`src/rtl/loop_status_pkg.sv`:
```
package loop_status_pkg;
  typedef enum logic [1:0] {
    RPT_LOCK  = 2'b00,
    RPT_RANGE = 2'b01,
    RPT_RSV_A = 2'b10,
    RPT_RSV_B = 2'b11
  } rpt_mode_e;

  localparam int unsigned SYNC_STAGES = 2;
endpackage

```
`src/rtl/lsr_sync.sv`:
```
module lsr_sync
  import loop_status_pkg::*;
#(
  parameter int unsigned WIDTH = 3
) (
  input  logic             clk,
  input  logic             rst_n,
  input  logic [WIDTH-1:0] din,
  output logic [WIDTH-1:0] dout
);
  logic [SYNC_STAGES-1:0][WIDTH-1:0] chain_q;

  always_ff @(posedge clk or negedge rst_n) begin
    if (!rst_n) chain_q[0] <= '0;
    else        chain_q[0] <= din;
  end

  for (genvar s = 1; s < SYNC_STAGES; s++) begin : g_stage
    always_ff @(posedge clk or negedge rst_n) begin
      if (!rst_n) chain_q[s] <= '0;
      else        chain_q[s] <= chain_q[s-1];
    end
  end

  assign dout = chain_q[SYNC_STAGES-1];

  // warm-up counter so the latency check never looks at pre-reset samples
  logic [1:0] warm_cnt_q;
  always_ff @(posedge clk or negedge rst_n) begin
    if (!rst_n)                  warm_cnt_q <= 2'd0;
    else if (warm_cnt_q != 2'd2) warm_cnt_q <= warm_cnt_q + 2'd1;
  end


  sync_latency_chk: assert property (@(posedge clk) disable iff (!rst_n)
    (warm_cnt_q == 2'd2) |-> (dout == $past(din, 2)));
endmodule

```
`src/rtl/lsr_dir_capture.sv`:
```
module lsr_dir_capture (
  input  logic clk,
  input  logic rst_n,
  input  logic lock_s,
  input  logic hi_s,
  input  logic lo_s,
  output logic dir_q,
  output logic lock_fall
);
  logic lock_prev_q;
  logic lo_unused;

  // the low indication only matters by being the "otherwise" case
  assign lo_unused = lo_s;

  always_ff @(posedge clk or negedge rst_n) begin
    if (!rst_n) lock_prev_q <= 1'b0;
    else        lock_prev_q <= lock_s;
  end

  assign lock_fall = lock_prev_q & ~lock_s;

  always_ff @(posedge clk or negedge rst_n) begin
    if (!rst_n)         dir_q <= 1'b0;
    else if (lock_fall) dir_q <= hi_s ? 1'b1 : 1'b0;
  end


  dir_hold_chk: assert property (@(posedge clk) disable iff (!rst_n)
    !lock_fall |=> $stable(dir_q));


  dir_take_chk: assert property (@(posedge clk) disable iff (!rst_n)
    lock_fall |=> (dir_q == $past(hi_s)));
endmodule

```
`src/rtl/lsr_output_gate.sv`:
```
module lsr_output_gate
  import loop_status_pkg::*;
(
  input  logic [1:0] mode_sel,
  input  logic       lock_s,
  input  logic       dir_q,
  input  logic       pin_en,
  input  logic       loop_off,
  output logic       status_pin,
  output logic       status_pin_oe,
  output logic       status_bit,
  output logic       pump_en
);
  rpt_mode_e mode;
  logic      mode_valid;
  logic      rpt_val;

  assign mode = rpt_mode_e'(mode_sel);

  always_comb begin
    rpt_val    = 1'b0;
    mode_valid = 1'b0;
    case (mode)
      RPT_LOCK:  begin rpt_val = lock_s; mode_valid = 1'b1; end
      RPT_RANGE: begin rpt_val = dir_q;  mode_valid = 1'b1; end
      default:   begin rpt_val = 1'b0;   mode_valid = 1'b0; end
    endcase
  end

  assign status_bit    = rpt_val;
  assign status_pin_oe = pin_en & mode_valid;
  assign status_pin    = status_pin_oe & rpt_val;
  assign pump_en       = ~loop_off;
endmodule

```
`src/rtl/loop_status_reporter.sv`:
```
module loop_status_reporter
  import loop_status_pkg::*;
(
  input  logic       clk,
  input  logic       rst_n,
  input  logic       lock_in,
  input  logic       range_hi_in,
  input  logic       range_lo_in,
  input  logic [1:0] mode_sel,
  input  logic       pin_en,
  input  logic       loop_off,
  output logic       status_pin,
  output logic       status_pin_oe,
  output logic       status_bit,
  output logic       pump_en
);
  localparam int unsigned N_ASYNC = 3;

  logic [N_ASYNC-1:0] raw_in;
  logic [N_ASYNC-1:0] synced;
  logic               lock_s, hi_s, lo_s;
  logic               dir_q, lock_fall;

  assign raw_in = {range_lo_in, range_hi_in, lock_in};

  lsr_sync #(.WIDTH(N_ASYNC)) u_sync (
    .clk  (clk),
    .rst_n(rst_n),
    .din  (raw_in),
    .dout (synced)
  );

  assign lock_s = synced[0];
  assign hi_s   = synced[1];
  assign lo_s   = synced[2];

  lsr_dir_capture u_dir (
    .clk      (clk),
    .rst_n    (rst_n),
    .lock_s   (lock_s),
    .hi_s     (hi_s),
    .lo_s     (lo_s),
    .dir_q    (dir_q),
    .lock_fall(lock_fall)
  );

  lsr_output_gate u_gate (
    .mode_sel     (mode_sel),
    .lock_s       (lock_s),
    .dir_q        (dir_q),
    .pin_en       (pin_en),
    .loop_off     (loop_off),
    .status_pin   (status_pin),
    .status_pin_oe(status_pin_oe),
    .status_bit   (status_bit),
    .pump_en      (pump_en)
  );


  lock_mode_chk: assert property (@(posedge clk) disable iff (!rst_n)
    (mode_sel == 2'b00) |-> (status_bit == lock_s));


  range_mode_chk: assert property (@(posedge clk) disable iff (!rst_n)
    (mode_sel == 2'b01) |-> (status_bit == dir_q));


  pin_quiet_chk: assert property (@(posedge clk) disable iff (!rst_n)
    !status_pin_oe |-> !status_pin);


  pump_off_chk: assert property (@(posedge clk) disable iff (!rst_n)
    loop_off |-> !pump_en);


  reserved_quiet_chk: assert property (@(posedge clk) disable iff (!rst_n)
    mode_sel[1] |-> (!status_pin_oe && !status_bit));
endmodule

```
`config.mk`:
```
export PLATFORM = sky130hd
export DESIGN_NAME = loop_status_reporter
export DESIGN_NICKNAME = d
export VERILOG_FILES = /design/src/rtl/loop_status_pkg.sv /design/src/rtl/lsr_sync.sv /design/src/rtl/lsr_dir_capture.sv /design/src/rtl/lsr_output_gate.sv /design/src/rtl/loop_status_reporter.sv
export SDC_FILE = /design/constraint.sdc
export NUM_CORES = 1
export LEC_CHECK = 0
export BUFFER_PORTS_ARGS = -buffer_cell sky130_fd_sc_hd__buf_2
export CORE_AREA = 2 2 39 41
export CTS_CLUSTER_DIAMETER = 60
export DETAILED_ROUTE_END_ITERATION = 12
export DIE_AREA = 0 0 41 43
export GPL_TIMING_DRIVEN = 0
export PLACE_DENSITY_LB_ADDON = 0.3
export REMOVE_ABC_BUFFERS = 1
export SLEW_MARGIN = 15
export SYNTH_ARGS = -nofsm -noshare
export SYNTH_HDL_FRONTEND = slang
export SYNTH_HIERARCHICAL = 1
export SYNTH_SLANG_ARGS = --single-unit
```
`constraint.sdc`:
```
create_clock -name clk -period 1.8 [get_ports clk]
set_input_delay 0.18 -clock clk [delete_from_list [all_inputs] [get_ports clk]]
set_output_delay 0.18 -clock clk [all_outputs]
set_load 0.05 [all_outputs]
```
==> run summary, run 1 <==
CTS Sinks = 6
# setup viols final = 0
Synth-to-layout area growth = 41.34%
Ports = 13
Critical path class = flop to output port
Post CTS Setup Buffer Count = 0
Area of the mapped netlist = 224.0 um^2
Largest net degree at the start of global routing = 7
CTS tree = built
Core Region = 1384 um^2
HP Class = input pin to flop
Routed WL = 324 um
Clock-pin slew on the worst setup and hold paths = 0.04 ns
Row cnt = 14
First-pass detailed-route iteration total = 4
Iter 0 DRT Violations = 5
Fraction of power spent switching nets = 24.65%
Slowest cell delay on critical path = 0.40 ns
First-pass GRT wire length = 510 um
Cell chain of the critical path = mux2i_1, nor2b_1, buf_2
CP endpoint kind = output port
Fill cell count = 139
Seq pwr share = 46.7%
DR vias/cell = 3.341
Final min period = 1.295 ns
Vias = 147
Slowest cell on the critical path = dfrtp_1
Remaining Overflow, GRT = 0
Clock power share = 37.4%
Final worst slack = 0.5048 ns
Syn Inst Count = 15
Max Fclk = 772.1 MHz
Post-Place Setup Slack = 0.7435 ns
Die Y = 43 um
Pwr dens = 1004 nW/um^2
Req. time, crit path = 1.62 ns
MaxCap Viol Count = 0
# diodes = 0
P_int = 0.2395 mW
Syn avg cell area = 14.93 um^2
Layout cells sized above 1 = 57.14%
Post_cts resized = 0
Total power = 0.3178 mW
Status = finished, final reports clean
Die area = 1763 um^2
Lkg Pwr = 0.1665 nW
Post-DP HPWL = 246.7 um
Worst-Margin Slew = 0.2513 ns
Worst skew pair latency = 0.24 ns
DRT antenna net count = 0
Psw = 0.07834 mW
Average wire per standard cell = 7.364 um
Total Routing Usage GR = 5.279%
Placer Congestion = 0.5352
Num CTS Buffers = 3
RSZ-0062 raised after global routing = false
Htree depth = 1
# port buffers = 11
Crit path DAT = 1.12 ns
CP Max Fanout = 3
Vias in the first global route = 127
Initial core utilization = 16.18%
Layout Nets = 39
CP startpoint kind = flop
Fin. Hold Viols = 0
DRC Markers = 0
Die span in x = 41 um
Worst Clk Skew = 0.003147 ns
Worst-case clock buffer depth = 2
Initial antenna violation count = 0
Maximum vdd ir drop = 0.0004501 V
Final period util = 71.96%
Root Buffer Master = clkbuf_4
Comb pwr share = 15.9%
Max-slew headroom = 83.36%
Ys Warns = 6
Slew Limit Fails = 0
==> worst paths after layout <==
check | startpoint | to | slack [ns] | cells past startpoint
hold reg to reg | u_sync/chain_q[1] | u_sync/dout[1] | 0.34 | 0
hold / removal | lock_in | u_sync/chain_q[0] | 0.05 | 1
setup reg to reg | u_sync/dout[0] | u_dir/dir_q | 0.86 | 2
setup / recovery | u_sync/dout[0] | status_pin | 0.50 | 3
min in group asynchronous | rst_n | u_dir/lock_prev_q | 0.29 | 2
max in group asynchronous | rst_n | u_sync/chain_q[1] | 1.37 | 2
==> power groups by stage <==
stage          sequential, mW  combinational [mW]  clock, mW
6_report                0.148              0.0506      0.119
3_5_place_dp            0.151              0.0493          0
5_1_grt                 0.149              0.0550      0.138
2_1_floorplan           0.150              0.0334          0
3_3_place_gp            0.150              0.0483          0
4_1_cts                 0.149              0.0511      0.127
==> area by class of cell <==
class	instances	area [um^2]	share of cell area, %
clock buffers	3	22.52	7.115
inverters	1	3.754	1.186
multi-input cells	6	55.05	17.39
flip-flops and latches	6	150.1	47.43
well taps	16	20.02	6.324
repair buffers	12	65.06	20.55
==> worst max-delay path: cells and delay by family, from the launching register on <==
| family | cells | cell delay (ns) |
|---|---|---|
| flops | 1 | 0.40 |
| buf+inv | 1 | 0.26 |
| mux | 1 | 0.11 |
| simple gates | 1 | 0.11 |
==> metal layers <==
| layer | wire [um] | track usage (%) | vias to the layer above |
|---|---|---|---|
| met2 | 108 | 5.313 | 14 |
| met4 | 8 | 4.000 | 0 |
| met3 | 74 | 7.853 | 2 |
| li1 | - | - | 71 |
| met5 | 0 | 0 | - |
| met1 | 132 | 4.667 | 60 |
==> through the flow <==
stage / setup TNS [ns] / instance area [um^2] / cells / util [%] / hold WS, ns
finish: 0 / 316.6 / 44 / 22.88 / 0.04773
global route: 0 / 316.6 / 44 / 22.88 / 0.03455
CTS: 0 / 316.6 / 44 / 22.88 / 0.03793
detailed placement: 0 / 284.0 / 40 / 20.52 / 0.006453
global placement: 0 / 284.0 / 40 / 20.52 / 0.0009170
floorplan: -0.1054 / 209.0 / 13 / - / -0.1156
==> sequential cells by signal (all words and copies together) (netlist names) <==
signal	cells
u_sync/dout	2
u_dir/lock_prev_q	1
u_dir/dir_q	1
u_sync/chain_q	2
==> cells in the final DEF (no fill, tap or decap), drive strengths merged <==
cell type / n
mux2i: 1
nor2: 1
clkbuf: 3
dlygate4sd3: 1
buf: 11
dfrtp: 6
nor2b: 3
mux2: 1
inv: 1
==> what timing repair did <==
item                                    4_1_cts  5_1_grt
hold buffers                                  1        0
endpoints found under the setup margin        0        0
hold endpoints to repair                      6        0
(Power assumes the default switching activity.)
==> inputs of run 2 (changes only) <==
Clock period 1.8 ns to 1.1 ns, I/O delays scaled along.
==> run summary, run 2 (synthesis results as in run 1) <==
Worst R2R End = u_dir/dir_q
Total power = 0.5365 mW
Num CTS Buffers = 3
Layout Nets = 42
Remaining Overflow, GRT = 0
First-pass detailed-route iteration total = 4
Ports = 13
Status = finished with violations
Max Fclk = 876.5 MHz
Critical path class = flop to output port
Lkg Pwr = 0.1819 nW
Worst skew pair latency = 0.24 ns
Finished Core Util = 25.77%
Most frequent cells in the layout = buf_2 (9), dfrtp_1 (6), clkbuf_4 (3), dlygate4sd3_1 (3)
Placer Congestion = 0.5352
Vias in the first global route = 157
Final min period = 1.141 ns
Average wire per standard cell = 7.574 um
Reg2Reg Depth = 3
CTS tree = built
Crit path max-delay family = flip-flops
Max-slew headroom = 83.63%
HP Class = input pin to asynchronous set/reset pin
Crit path DAT = 1.03 ns
Worst Clk Skew = 0.003472 ns
Post-DP HPWL = 246.7 um
Failing checks = setup timing
DRT antenna net count = 0
Initial antenna violation count = 0
Root Buffer Master = clkbuf_4
Htree depth = 1
Die span in x = 41 um
RR Startpoint = u_sync/dout[0]
First-pass GRT wire length = 579 um
Post-Place Setup Slack = 0.1135 ns
Row cnt = 14
Final period util = 103.7%
Die area = 1763 um^2
Worst-Margin Slew = 0.2473 ns
Most common cell after layout, fill and taps aside = buf_2
Initial core utilization = 16.18%
CP Max Fanout = 2
Clock-pin slew on the worst setup and hold paths = 0.04 ns
# port buffers = 11
CP startpoint kind = flop
DR vias/cell = 3.404
Slowest cell on the critical path = dfrtp_1
Iter 0 DRT Violations = 5
# setup viols final = 2
Worst Path Buf+Inv = 1
Slew Limit Fails = 0
Die Y = 43 um
Layout cells sized above 1 = 54.84%
Placed cells = 40
Vias = 160
Cell chain of the critical path = mux2i_1, nor2b_1, buf_6
CTS Sinks = 6
Final worst slack = -0.04094 ns
Final Non-Filler Cells = 47
MaxCap Viol Count = 0
Pwr dens = 1505 nW/um^2
Largest net degree at the start of global routing = 7
Slowest cell delay on critical path = 0.37 ns
Core Region = 1384 um^2
Fin. Hold Viols = 0
Req. time, crit path = 0.99 ns
Flop-to-flop setup slack = 0.07 ns
RSZ-0062 raised after global routing = true
Worst-case clock buffer depth = 2
Routed WL = 356 um
# diodes = 0
CP endpoint kind = output port
Maximum vdd ir drop = 0.0007506 V
DRC Markers = 0
Synth-to-layout area growth = 59.22%
Hold WS = 0.2179 ns
Total Routing Usage GR = 5.787%
[run 2: cell count changes in the layout (fill, tap and decap cells not counted), sizes merged]
cell and change:
dlygate4sd3 +2, buf +1
[run 2: through the flow]
stage | TNS (ns) | area, um^2
floorplan | -0.8043 | 209.0
global placement | 0 | 284.0
detailed placement | 0 | 284.0
CTS | -0.1213 | 352.8
global route | -0.1885 | 356.6
finish | -0.07251 | 356.6
[run 2: cell type report]
type / count / area [um^2]
fill: 135 / 1027
sequential: 6 / 150.1
timing repair buffer: 15 / 105.1
multi-input combinational: 6 / 55.05
clock buffer: 3 / 22.52
tap: 16 / 20.02
inverter: 1 / 3.754
[run 2: worst max-delay path by stage]
stage | startpoint | to | slack, ns | cells past startpoint
2_1_floorplan | pin_en | status_pin | -0.67 | 2
3_3_place_gp | u_sync/dout[0] | status_pin | 0.15 | 3
3_5_place_dp | u_sync/dout[0] | status_pin | 0.11 | 3
4_1_cts | u_dir/dir_q | status_pin | -0.07 | 3
5_1_grt | u_sync/dout[0] | status_pin | -0.10 | 3
6_report | u_dir/dir_q | status_pin | -0.04 | 3
[run 2: report_power, final]
group          switching (mW)  leakage [nW]  internal, mW
sequential            0.00535        0.0700         0.236
clock                  0.0719        0.0138         0.123
combinational          0.0540        0.0981        0.0459
total                   0.131         0.182         0.405
[run 2: metal layers]
metal | track usage (%) | wire (um) | vias up
li1 | - | - | 77
met1 | 4.667 | 148 | 67
met2 | 6.875 | 138 | 14
met3 | 7.853 | 61 | 2
met4 | 4.000 | 8 | 0
met5 | 0 | 0 | -
[run 2: timing repair]
action	CTS	global route
buffers inserted	1	0
pin swaps	1	1
gates resized for setup	3	1
endpoints found under the hold margin	8	0
setup endpoints to repair	2	2
hold buffers	3	0
==> inputs of run 3 (changes only) <==
Settings changed: PLACE_DENSITY set to 0.53, PLACE_DENSITY_LB_ADDON 0.3 to not set.
==> run summary, run 3 (synthesis results as in run 1) <==
Status = finished with violations
Failing checks = setup timing
Initial antenna violation count = 0
Flop-to-flop setup slack = 0.07 ns
Htree depth = 1
First-pass GRT wire length = 621 um
Req. time, crit path = 0.99 ns
Worst-case clock buffer depth = 2
Crit path DAT = 1.01 ns
Final instance area = 364.1 um^2
# diodes = 0
Worst R2R End = u_dir/dir_q
Core Region = 1384 um^2
Critical path class = flop to output port
Reg area = 150.1 um^2
Die area = 1763 um^2
Worst setup path startpoint = u_dir/dir_q
Most frequent cells in the layout = buf_2 (9), dfrtp_1 (6), clkbuf_4 (3), dlygate4sd3_1 (3)
Root Buffer Master = clkbuf_4
Num CTS Buffers = 3
Final Non-Filler Cells = 48
# setup viols final = 2
Ports = 13
Psw = 0.1338 mW
Fin. Hold Viols = 0
Slew Limit Fails = 0
Max-slew headroom = 82.80%
CP endpoint kind = output port
Synth-to-layout area growth = 62.57%
HP Class = input pin to asynchronous set/reset pin
First-pass detailed-route iteration total = 2
Worst skew pair latency = 0.24 ns
Total Routing Usage GR = 5.787%
P_int = 0.4114 mW
Final worst slack = -0.02166 ns
Clock-pin slew on the worst setup and hold paths = 0.04 ns
Fill cell count = 154
Multi-input gate area = 55.05 um^2
CTS Sinks = 6
Die span in x = 41 um
Final min period = 1.122 ns
Placed cells = 40
Initial core utilization = 16.18%
DRT antenna net count = 0
Critical Path End = status_pin
RSZ-0062 raised after global routing = true
Seq pwr share = 44.3%
Average wire per standard cell = 8.208 um
Comb pwr share = 19.8%
CP startpoint kind = flop
Placer Congestion = 0.5537
Fraction of power spent switching nets = 24.54%
DR vias/cell = 3.521
Hold WS = 0.2227 ns
Reg2Reg Depth = 3
Remaining Overflow, GRT = 0
Pwr dens = 1497 nW/um^2
CTS tree = built
DP Area = 284.0 um^2
Lkg Pwr = 0.1867 nW
Die Y = 43 um
Routed WL = 394 um
Maximum vdd ir drop = 0.0004314 V
Worst-Margin Slew = 0.2599 ns
RR Startpoint = u_sync/dout[0]
Most common cell after layout, fill and taps aside = buf_2
Clock power share = 35.9%
Layout Nets = 43
Vias = 169
Final period util = 102.0%
Vias in the first global route = 187
Final TNS setup = -0.03792 ns
MaxCap Viol Count = 0
Max Fclk = 891.5 MHz
CP Max Fanout = 2
DRC Markers = 0
# port buffers = 11
Row cnt = 14
Largest net degree at the start of global routing = 7
Worst Clk Skew = 0.0009296 ns
Layout cells sized above 1 = 56.25%
Iter 0 DRT Violations = 1
[run 3: changes by cell type in the layout (fill, tap and decap cells not counted)]
cell	change
buf_4	+1
[run 3: how the worst min path moves through the flow]
stage,startpoint,endpoint,slack [ns],depth (start not counted)
global route,rst_n,u_sync/chain_q[0],0.23,2
global placement,rst_n,u_sync/chain_q[0],-0.06,1
finish,rst_n,u_sync/chain_q[0],0.22,2
detailed placement,rst_n,u_sync/chain_q[0],-0.06,1
CTS,rst_n,u_sync/chain_q[0],0.21,2
floorplan,rst_n,u_dir/dir_q,-0.19,0
[run 3: per-stage QoR]
step	setup WS (ns)	power, mW	util, %
after floorplan	-0.6654	0.2995	-
after global placement	0.1321	0.3267	20.52
after detailed placement	0.1183	0.3281	20.52
after CTS	-0.04968	0.5623	26.31
after global routing	-0.1289	0.5809	26.31
final	-0.02166	0.5452	26.31
[run 3: area by class of cell]
type	count	area share, %
Clock buffer	3	6.186
Tap cell	16	5.498
Multi-Input combinational cell	6	15.12
Inverter	1	1.031
Timing Repair Buffer	16	30.93
Sequential cell	6	41.24
[run 3: timing repair]
item	CTS	global route
hold buffers	3	0
resized for setup	4	0
setup endpoints to repair	2	2
hold endpoints to repair	8	0
setup buffers	2	0
pin swaps	0	0
gates cloned	0	0
[run 3: metal layers]
layer | up-vias | global-route usage, % | part of all wire (%)
li1 | 79 | - | -
met1 | 78 | 5.333 | 39
met2 | 12 | 8.125 | 47
met3 | 0 | 1.571 | 14
met4 | 0 | 8.000 | 0
met5 | - | 0 | 0
[run 3: worst max-delay path: stages, from the launching register on]
cell and delay (ns):
dfrtp_1 0.37, mux2i_1 0.18, nor2b_1 0.08, buf_6 0.15
[run 3: power by group through the flow]
stage / combinational [mW] / sequential (mW) / clock [mW]
5_1_grt: 0.116 / 0.244 / 0.221
6_report: 0.108 / 0.242 / 0.196
4_1_cts: 0.109 / 0.242 / 0.211
2_1_floorplan: 0.0547 / 0.245 / 0
3_3_place_gp: 0.0808 / 0.246 / 0
3_5_place_dp: 0.0809 / 0.247 / 0
